--- src/rtl/wfx_pkg.sv ---
`timescale 1ns/1ps
package wfx_pkg;
  typedef enum logic [1:0] {
    ST_CAP  = 2'd0,
    ST_SCAN = 2'd1,
    ST_DIV  = 2'd2
  } wfx_state_e;
endpackage

--- src/rtl/wfx_front.sv ---
`timescale 1ns/1ps
module wfx_front #(
  parameter int SMP_W = 12,
  parameter int DEPTH = 256,
  localparam int IDX_W = $clog2(DEPTH),
  localparam int ACC_W = SMP_W + IDX_W
) (
  input  logic             clk_i,
  input  logic             rst_ni,
  input  logic             en_i,
  input  logic             vld_i,
  input  logic             sow_i,
  input  logic             eow_i,
  input  logic [SMP_W-1:0] data_i,
  input  logic [SMP_W-1:0] baseline_i,
  input  logic [SMP_W-1:0] thresh_i,
  output logic             wr_en_o,
  output logic [IDX_W-1:0] wr_idx_o,
  output logic [SMP_W-1:0] wr_data_o,
  output logic             done_o,
  output logic             found_o,
  output logic [SMP_W-1:0] peak_o,
  output logic [ACC_W-1:0] area_o
);
  logic             open_q, done_q, found_q, in_q;
  logic [IDX_W:0]   idx_q;
  logic [SMP_W-1:0] peak_q;
  logic [ACC_W-1:0] area_q;

  logic [SMP_W-1:0] adj;
  logic             acc, above, in_rng;
  logic [IDX_W:0]   cur_idx;
  logic             b_found, b_in, n_found, n_in;
  logic [SMP_W-1:0] b_peak, n_peak;
  logic [ACC_W-1:0] b_area, n_area;

  assign adj     = (data_i > baseline_i) ? data_i - baseline_i : '0;
  assign acc     = en_i & vld_i & (sow_i | open_q);
  assign cur_idx = sow_i ? '0 : idx_q;
  assign in_rng  = cur_idx < (IDX_W+1)'(DEPTH);
  assign above   = adj > thresh_i;

  always_comb begin
    b_found = sow_i ? 1'b0 : found_q;
    b_in    = sow_i ? 1'b0 : in_q;
    b_peak  = sow_i ? '0 : peak_q;
    b_area  = sow_i ? '0 : area_q;
    n_found = b_found;
    n_in    = b_in;
    n_peak  = b_peak;
    n_area  = b_area;
    if (in_rng) begin
      if (b_in) begin
        if (above) begin
          n_area = b_area + ACC_W'(adj);
          if (adj > b_peak) n_peak = adj;
        end else begin
          n_in = 1'b0;
        end
      end else if (!b_found && above) begin
        n_found = 1'b1;
        n_in    = 1'b1;
        n_peak  = adj;
        n_area  = ACC_W'(adj);
      end
    end
  end

  always_ff @(posedge clk_i or negedge rst_ni) begin
    if (!rst_ni) begin
      open_q  <= 1'b0;
      done_q  <= 1'b0;
      found_q <= 1'b0;
      in_q    <= 1'b0;
      idx_q   <= '0;
      peak_q  <= '0;
      area_q  <= '0;
    end else begin
      done_q <= acc & eow_i;
      if (acc) begin
        open_q  <= ~eow_i;
        idx_q   <= in_rng ? cur_idx + (IDX_W+1)'(1) : cur_idx;
        found_q <= n_found;
        in_q    <= n_in;
        peak_q  <= n_peak;
        area_q  <= n_area;
      end
    end
  end

  assign wr_en_o   = acc & in_rng;
  assign wr_idx_o  = cur_idx[IDX_W-1:0];
  assign wr_data_o = adj;
  assign done_o    = done_q;
  assign found_o   = found_q;
  assign peak_o    = peak_q;
  assign area_o    = area_q;
endmodule

--- src/rtl/wfx_store.sv ---
`timescale 1ns/1ps
module wfx_store #(
  parameter int W     = 12,
  parameter int DEPTH = 256,
  localparam int AW   = $clog2(DEPTH)
) (
  input  logic          clk_i,
  input  logic          we_i,
  input  logic [AW-1:0] waddr_i,
  input  logic [W-1:0]  wdata_i,
  input  logic [AW-1:0] raddr_a_i,
  output logic [W-1:0]  rdata_a_o,
  input  logic [AW-1:0] raddr_b_i,
  output logic [W-1:0]  rdata_b_o
);
  logic [W-1:0] mem_q [DEPTH];

  always_ff @(posedge clk_i) begin
    if (we_i) mem_q[waddr_i] <= wdata_i;
  end

  assign rdata_a_o = mem_q[raddr_a_i];
  assign rdata_b_o = mem_q[raddr_b_i];
endmodule

--- src/rtl/wfx_div.sv ---
`timescale 1ns/1ps
module wfx_div #(
  parameter int NUM_W = 16,
  parameter int DEN_W = 12,
  parameter int QW    = 5,
  localparam int DW   = NUM_W + QW,
  localparam int CW   = $clog2(QW + 1)
) (
  input  logic             clk_i,
  input  logic             rst_ni,
  input  logic             start_i,
  input  logic [NUM_W-1:0] num_i,
  input  logic [DEN_W-1:0] den_i,
  output logic             done_o,
  output logic [QW-1:0]    quo_o
);
  logic [DW-1:0] r_q, d_q;
  logic [QW-1:0] q_q;
  logic [CW-1:0] cnt_q;
  logic          busy_q, done_q;

  // restoring division, one quotient bit per cycle, MSB first
  always_ff @(posedge clk_i or negedge rst_ni) begin
    if (!rst_ni) begin
      r_q    <= '0;
      d_q    <= '0;
      q_q    <= '0;
      cnt_q  <= '0;
      busy_q <= 1'b0;
      done_q <= 1'b0;
    end else begin
      done_q <= 1'b0;
      if (start_i) begin
        r_q    <= DW'(num_i);
        d_q    <= DW'(den_i) << (QW - 1);
        q_q    <= '0;
        cnt_q  <= CW'(QW);
        busy_q <= 1'b1;
      end else if (busy_q) begin
        if (r_q >= d_q) begin
          r_q <= r_q - d_q;
          q_q <= {q_q[QW-2:0], 1'b1};
        end else begin
          q_q <= {q_q[QW-2:0], 1'b0};
        end
        d_q   <= d_q >> 1;
        cnt_q <= cnt_q - CW'(1);
        if (cnt_q == CW'(1)) begin
          busy_q <= 1'b0;
          done_q <= 1'b1;
        end
      end
    end
  end

  assign done_o = done_q;
  assign quo_o  = q_q;
endmodule

--- src/rtl/wfx_extract.sv ---
`timescale 1ns/1ps
module wfx_extract
  import wfx_pkg::*;
#(
  parameter int SMP_W  = 12,
  parameter int DEPTH  = 256,
  parameter int CH_W   = 6,
  parameter int FRAC_W = 4,
  localparam int IDX_W  = $clog2(DEPTH),
  localparam int ACC_W  = SMP_W + IDX_W,
  localparam int LVL_W  = SMP_W + FRAC_W,
  localparam int TIME_W = IDX_W + FRAC_W,
  localparam int QW     = FRAC_W + 1
) (
  input  logic              clk_i,
  input  logic              rst_ni,
  input  logic              smp_vld_i,
  input  logic              smp_sow_i,
  input  logic              smp_eow_i,
  input  logic [CH_W-1:0]   smp_chan_i,
  input  logic [SMP_W-1:0]  smp_data_i,
  input  logic [SMP_W-1:0]  cfg_baseline_i,
  input  logic [SMP_W-1:0]  cfg_thresh_i,
  input  logic [FRAC_W-1:0] cfg_frac_i,
  input  logic              cfg_area_mode_i,
  output logic              rec_valid_o,
  output logic [CH_W-1:0]   rec_chan_o,
  output logic [ACC_W-1:0]  rec_charge_o,
  output logic [TIME_W-1:0] rec_time_o,
  output logic              rec_time_ok_o
);
  wfx_state_e        st_q;
  logic [IDX_W-1:0]  k_q;
  logic [CH_W-1:0]   chan_q;
  logic              area_mode_q;
  logic [FRAC_W-1:0] frac_q;

  logic              cap_en, acc_sow;
  logic              wr_en, wf_done, found;
  logic [IDX_W-1:0]  wr_idx;
  logic [SMP_W-1:0]  wr_data, peak, s_cur, s_prev;
  logic [ACC_W-1:0]  area;
  logic [LVL_W-1:0]  lvl, cur16, prev16;
  logic              hit, div_start, div_done;
  logic [QW-1:0]     div_quo;
  logic [IDX_W-1:0]  km1;
  logic [ACC_W-1:0]  charge;

  logic              rec_valid_q, rec_ok_q;
  logic [CH_W-1:0]   rec_chan_q;
  logic [ACC_W-1:0]  rec_charge_q;
  logic [TIME_W-1:0] rec_time_q;

  assign cap_en  = (st_q == ST_CAP) && !wf_done;
  assign acc_sow = smp_vld_i & smp_sow_i & cap_en;

  wfx_front #(.SMP_W(SMP_W), .DEPTH(DEPTH)) u_front (
    .clk_i      (clk_i),
    .rst_ni     (rst_ni),
    .en_i       (cap_en),
    .vld_i      (smp_vld_i),
    .sow_i      (smp_sow_i),
    .eow_i      (smp_eow_i),
    .data_i     (smp_data_i),
    .baseline_i (cfg_baseline_i),
    .thresh_i   (cfg_thresh_i),
    .wr_en_o    (wr_en),
    .wr_idx_o   (wr_idx),
    .wr_data_o  (wr_data),
    .done_o     (wf_done),
    .found_o    (found),
    .peak_o     (peak),
    .area_o     (area)
  );

  assign km1 = k_q - IDX_W'(1);

  wfx_store #(.W(SMP_W), .DEPTH(DEPTH)) u_store (
    .clk_i     (clk_i),
    .we_i      (wr_en),
    .waddr_i   (wr_idx),
    .wdata_i   (wr_data),
    .raddr_a_i (k_q),
    .rdata_a_o (s_cur),
    .raddr_b_i (km1),
    .rdata_b_o (s_prev)
  );

  // level and samples kept in 1/16 units so the comparison is exact
  assign lvl       = LVL_W'(peak) * LVL_W'(frac_q);
  assign cur16     = {s_cur, {FRAC_W{1'b0}}};
  assign prev16    = {s_prev, {FRAC_W{1'b0}}};
  assign hit       = cur16 >= lvl;
  assign div_start = (st_q == ST_SCAN) && hit && (k_q != '0);
  assign charge    = area_mode_q ? area : ACC_W'(peak);

  wfx_div #(.NUM_W(LVL_W), .DEN_W(SMP_W), .QW(QW)) u_div (
    .clk_i   (clk_i),
    .rst_ni  (rst_ni),
    .start_i (div_start),
    .num_i   (lvl - prev16),
    .den_i   (s_cur - s_prev),
    .done_o  (div_done),
    .quo_o   (div_quo)
  );

  always_ff @(posedge clk_i or negedge rst_ni) begin
    if (!rst_ni) begin
      st_q         <= ST_CAP;
      k_q          <= '0;
      chan_q       <= '0;
      area_mode_q  <= 1'b0;
      frac_q       <= '0;
      rec_valid_q  <= 1'b0;
      rec_ok_q     <= 1'b0;
      rec_chan_q   <= '0;
      rec_charge_q <= '0;
      rec_time_q   <= '0;
    end else begin
      rec_valid_q <= 1'b0;
      if (acc_sow) begin
        chan_q      <= smp_chan_i;
        area_mode_q <= cfg_area_mode_i;
        frac_q      <= cfg_frac_i;
      end
      unique case (st_q)
        ST_CAP: begin
          if (wf_done && found) begin
            st_q <= ST_SCAN;
            k_q  <= '0;
          end
        end
        ST_SCAN: begin
          if (hit) begin
            if (k_q == '0) begin
              rec_valid_q  <= 1'b1;
              rec_chan_q   <= chan_q;
              rec_charge_q <= charge;
              rec_time_q   <= '0;
              rec_ok_q     <= 1'b0;
              st_q         <= ST_CAP;
            end else begin
              st_q <= ST_DIV;
            end
          end else begin
            k_q <= k_q + IDX_W'(1);
          end
        end
        ST_DIV: begin
          if (div_done) begin
            rec_valid_q  <= 1'b1;
            rec_chan_q   <= chan_q;
            rec_charge_q <= charge;
            rec_time_q   <= {km1, {FRAC_W{1'b0}}} + TIME_W'(div_quo);
            rec_ok_q     <= 1'b1;
            st_q         <= ST_CAP;
          end
        end
        default: st_q <= ST_CAP;
      endcase
    end
  end

  assign rec_valid_o   = rec_valid_q;
  assign rec_chan_o    = rec_chan_q;
  assign rec_charge_o  = rec_charge_q;
  assign rec_time_o    = rec_time_q;
  assign rec_time_ok_o = rec_ok_q;
endmodule

--- config.mk ---
export PLATFORM = sky130hd
export DESIGN_NAME = wfx_extract
export DESIGN_NICKNAME = d
export VERILOG_FILES = /design/src/rtl/wfx_pkg.sv /design/src/rtl/wfx_front.sv /design/src/rtl/wfx_store.sv /design/src/rtl/wfx_div.sv /design/src/rtl/wfx_extract.sv
export SDC_FILE = /design/constraint.sdc
export NUM_CORES = 2
export LEC_CHECK = 0
export ABC_CLOCK_PERIOD_IN_PS = 7640
export CORE_UTILIZATION = 40
export CTS_CLUSTER_SIZE = 14
export DETAILED_ROUTE_END_ITERATION = 8
export SLEW_MARGIN = 20
export SYNTH_ARGS = -nofsm -noshare
export SYNTH_HDL_FRONTEND = slang
export SYNTH_SLANG_ARGS = --single-unit
export TNS_END_PERCENT = 5
--- constraint.sdc ---
create_clock -name clk_i -period 7.64 [get_ports clk_i]
set_input_delay 1.91 -clock clk_i [delete_from_list [all_inputs] [get_ports clk_i]]
set_output_delay 1.91 -clock clk_i [all_outputs]
set_load 0.01 [all_outputs]
==> flow_summary.ini <==
[timing]
finalSetupTns_ps = 0
clock-skew-final_ps = 64.6
min_period_ps = 7310
clock.fmax_mhz = 137
post-route-period-util_pct = 95.7
hold_viol = 0
slew_headroom_pct = 7.88
rsz0062_at_grt = false
holdWs_ps = 484
setup_violations = 0
maxSlewViolCount = 0
worst_slew_pin_slew_ps = 1380

[clocking]
clk_pin_slew_ps = 60
cts-buffers-inserted = 353
cts_resized = 0
cts_max_level = 5
clkSinkCount = 3225
clock_path_buffers = 4
cts_tree = yes
cts_root_buffer = clkbuf_16
ctsHoldBuffers = 0
clk_latency_ps = 990
post_cts_buffers = 0

[setup_path]
cp-start-kind = flop
worstReg2RegEnd = u_div.r_q[14]$_DFFE_PN0P_
r2r_start = k_q[0]$_DFFE_PN0P_
reg2reg_depth = 20
cp-startpoint = k_q[0]$_DFFE_PN0P_
crit_required_ps = 8520
cp_max_fo = 38
worst-r2r-setup-slack_ps = 330
critical_path_class = flop to flop
cp.arrival_ps = 8190
worst_setup_path_end_kind = flop
crit_end = u_div.r_q[14]$_DFFE_PN0P_

[finish]
mostFrequentLayoutCells = edfxtp_1, mux4_2, buf_4
nets = 8193
final_core_utilization_pct = 46.0
final_common_cell = edfxtp_1
drive_gt1_share_pct = 38.5
area_growth_pct = 14.1

[die]
fp.dieArea_mm2 = 0.389
die_w_um = 624
die_y_um = 624
io_pins = 92
initial_core_util_pct = 40.3
rows = 227
core-area_mm2 = 0.384

[min_path]
hp-class = flop to flop

[global_route]
grt_pass1_wl_mm = 681
grt_use_total_pct = 24.7
grt.overflow.total = 0
grt_max_degree = 253
grt_pass1_vias = 87259
antenna_found_initial = 34

[placement]
portBuffers = 91
hpwl_mm = 307
routabilityCongestion = 0.900

[routing]
vias = 87661
drt_iter0_drc = 12905
drt_pre_antenna_iters = 8
wirelength_mm = 486
ant_nets = 0
wl_per_cell_um = 36.2
drc = 0
via_per_inst = 6.52

[logic_synthesis]
synth_nets = 7730
yosys.area_share.simple_pct = 2.42
synth.distinct_cells = 74
syn_area_mm2 = 0.155
ys_seq_area_share_pct = 62.1
synth_top_family_by_area = multiplexers
synthFlopType = edfxtp_1
synth_edf_count = 3072
async_flop_share_pct = 4.74
netlist_instances = 7522
synth_seq_cells = 3225
muxShareOfSynthArea_pct = 30.0
synth_compound_area_share_pct = 1.57
ys_warn_count = 0
synth_area_per_cell_um2 = 20.6
yosys.area_share.xor_xnor_pct = 0.385
synthAdderAreaFrac_pct = 1.38

[power]
power_density_mw_per_mm2 = 308
total_power_mw = 54.4
peakVddDrop_mv = 0.187
power_leakage_nw = 49.1

[status]
outcome = finished, final reports clean

[run]
cap_violations = 0
## per-layer routing
metal	share of wire [%]	up-vias	GRT usage, %
met3	11	830	6.45
met1	39	47607	33.8
met5	0.027	-	0
met4	4.3	22	9.46
li1	-	33444	-
met2	46	5758	38.0
## registers in the layout, summed over array words and instances, names as in the netlist, 8 cells and up
register,cells
u_store.mem_q,3072
u_front.area_o,20
u_div.r_q,21
u_div.d_q,16
rec_time_o,12
u_front.idx_q,9
u_front.peak_o,12
rec_charge_o,20
k_q,8
## cells in the mapped netlist (all sizes together), types with 21 or more instances
cell    instances  area share, %
a21o           29           0.14
a21oi          88           0.28
a22oi          38           0.18
and2           41           0.17
buf           247           0.90
clkbuf        295           0.72
dfrtp         153            2.5
edfxtp       3072             60
fa             25           0.32
ha            131            1.1
inv           195           0.47
mux2           47           0.34
mux2i          75           0.49
mux4         2006             29
nand2         208           0.50
nand3          55           0.18
nor2          366           0.89
nor2b          45           0.18
nor3           32           0.10
o21ai          90           0.29
xnor2          47           0.27
xor2           21           0.12
## how the worst min path moves through the flow
stage                                       startpoint                      endpoint  cells past startpoint
after global placement    u_front.idx_q[0]$_DFFE_PN0P_  u_front.idx_q[0]$_DFFE_PN0P_                      2
after detailed placement  u_front.idx_q[0]$_DFFE_PN0P_  u_front.idx_q[0]$_DFFE_PN0P_                      2
final                     u_front.idx_q[0]$_DFFE_PN0P_  u_front.idx_q[0]$_DFFE_PN0P_                      2
after CTS                 u_front.idx_q[0]$_DFFE_PN0P_  u_front.idx_q[0]$_DFFE_PN0P_                      2
after floorplan           u_front.idx_q[0]$_DFFE_PN0P_  u_front.idx_q[0]$_DFFE_PN0P_                      2
after global routing      u_front.idx_q[0]$_DFFE_PN0P_  u_front.idx_q[0]$_DFFE_PN0P_                      2
## cells by family after synthesis
group           after synthesis
xor+xnor                     68
simple gates                837
compound gates              370
buf+inv                     738
mux                        2128
fa+ha+maj                   156
flops                      3225
## report_power, final
group,internal (mW),switching (mW)
logic,7.18,9.86
clock network,9.68,7.24
registers,20.1,0.328
total,37.0,17.4
## layout make-up
cell class / count / area, um^2
tap: 5152 / 6450
multi-input combinational: 3559 / 55600
sequential: 3225 / 96100
timing repair buffer: 650 / 6140
clock inverter: 218 / 2040
inverter: 196 / 806
antenna: 25 / 62.6
clock buffer: 426 / 9250
fill: 31753 / 207000
## critical path, cell delays in order (launching register included)
cell and delay (ps):
dfrtp_4 860, inv_1 220, ha_4 530, buf_12 310
buf_4 470, mux4_2 380, mux4_2 540, mux4_2 670
mux4_2 490, inv_1 180, ha_1 300, nor2b_1 150
o21ai_0 270, a21boi_0 150, o21ai_0 250, a21boi_0 180
o21ai_0 250, a21boi_0 180, or4_1 430, o311a_1 160
mux2i_1 120
## metrics by stage
step | cells | setup slack (ps) | cell area (um^2)
floorplan | 7522 | -1650 | 155000
global placement | 12780 | 140 | 165000
detailed placement | 12780 | 116 | 165000
CTS | 13424 | 439 | 176000
global route | 13427 | 98.0 | 176000
finish | 13451 | 329 | 176000
Power figures use the tool's default switching activity.
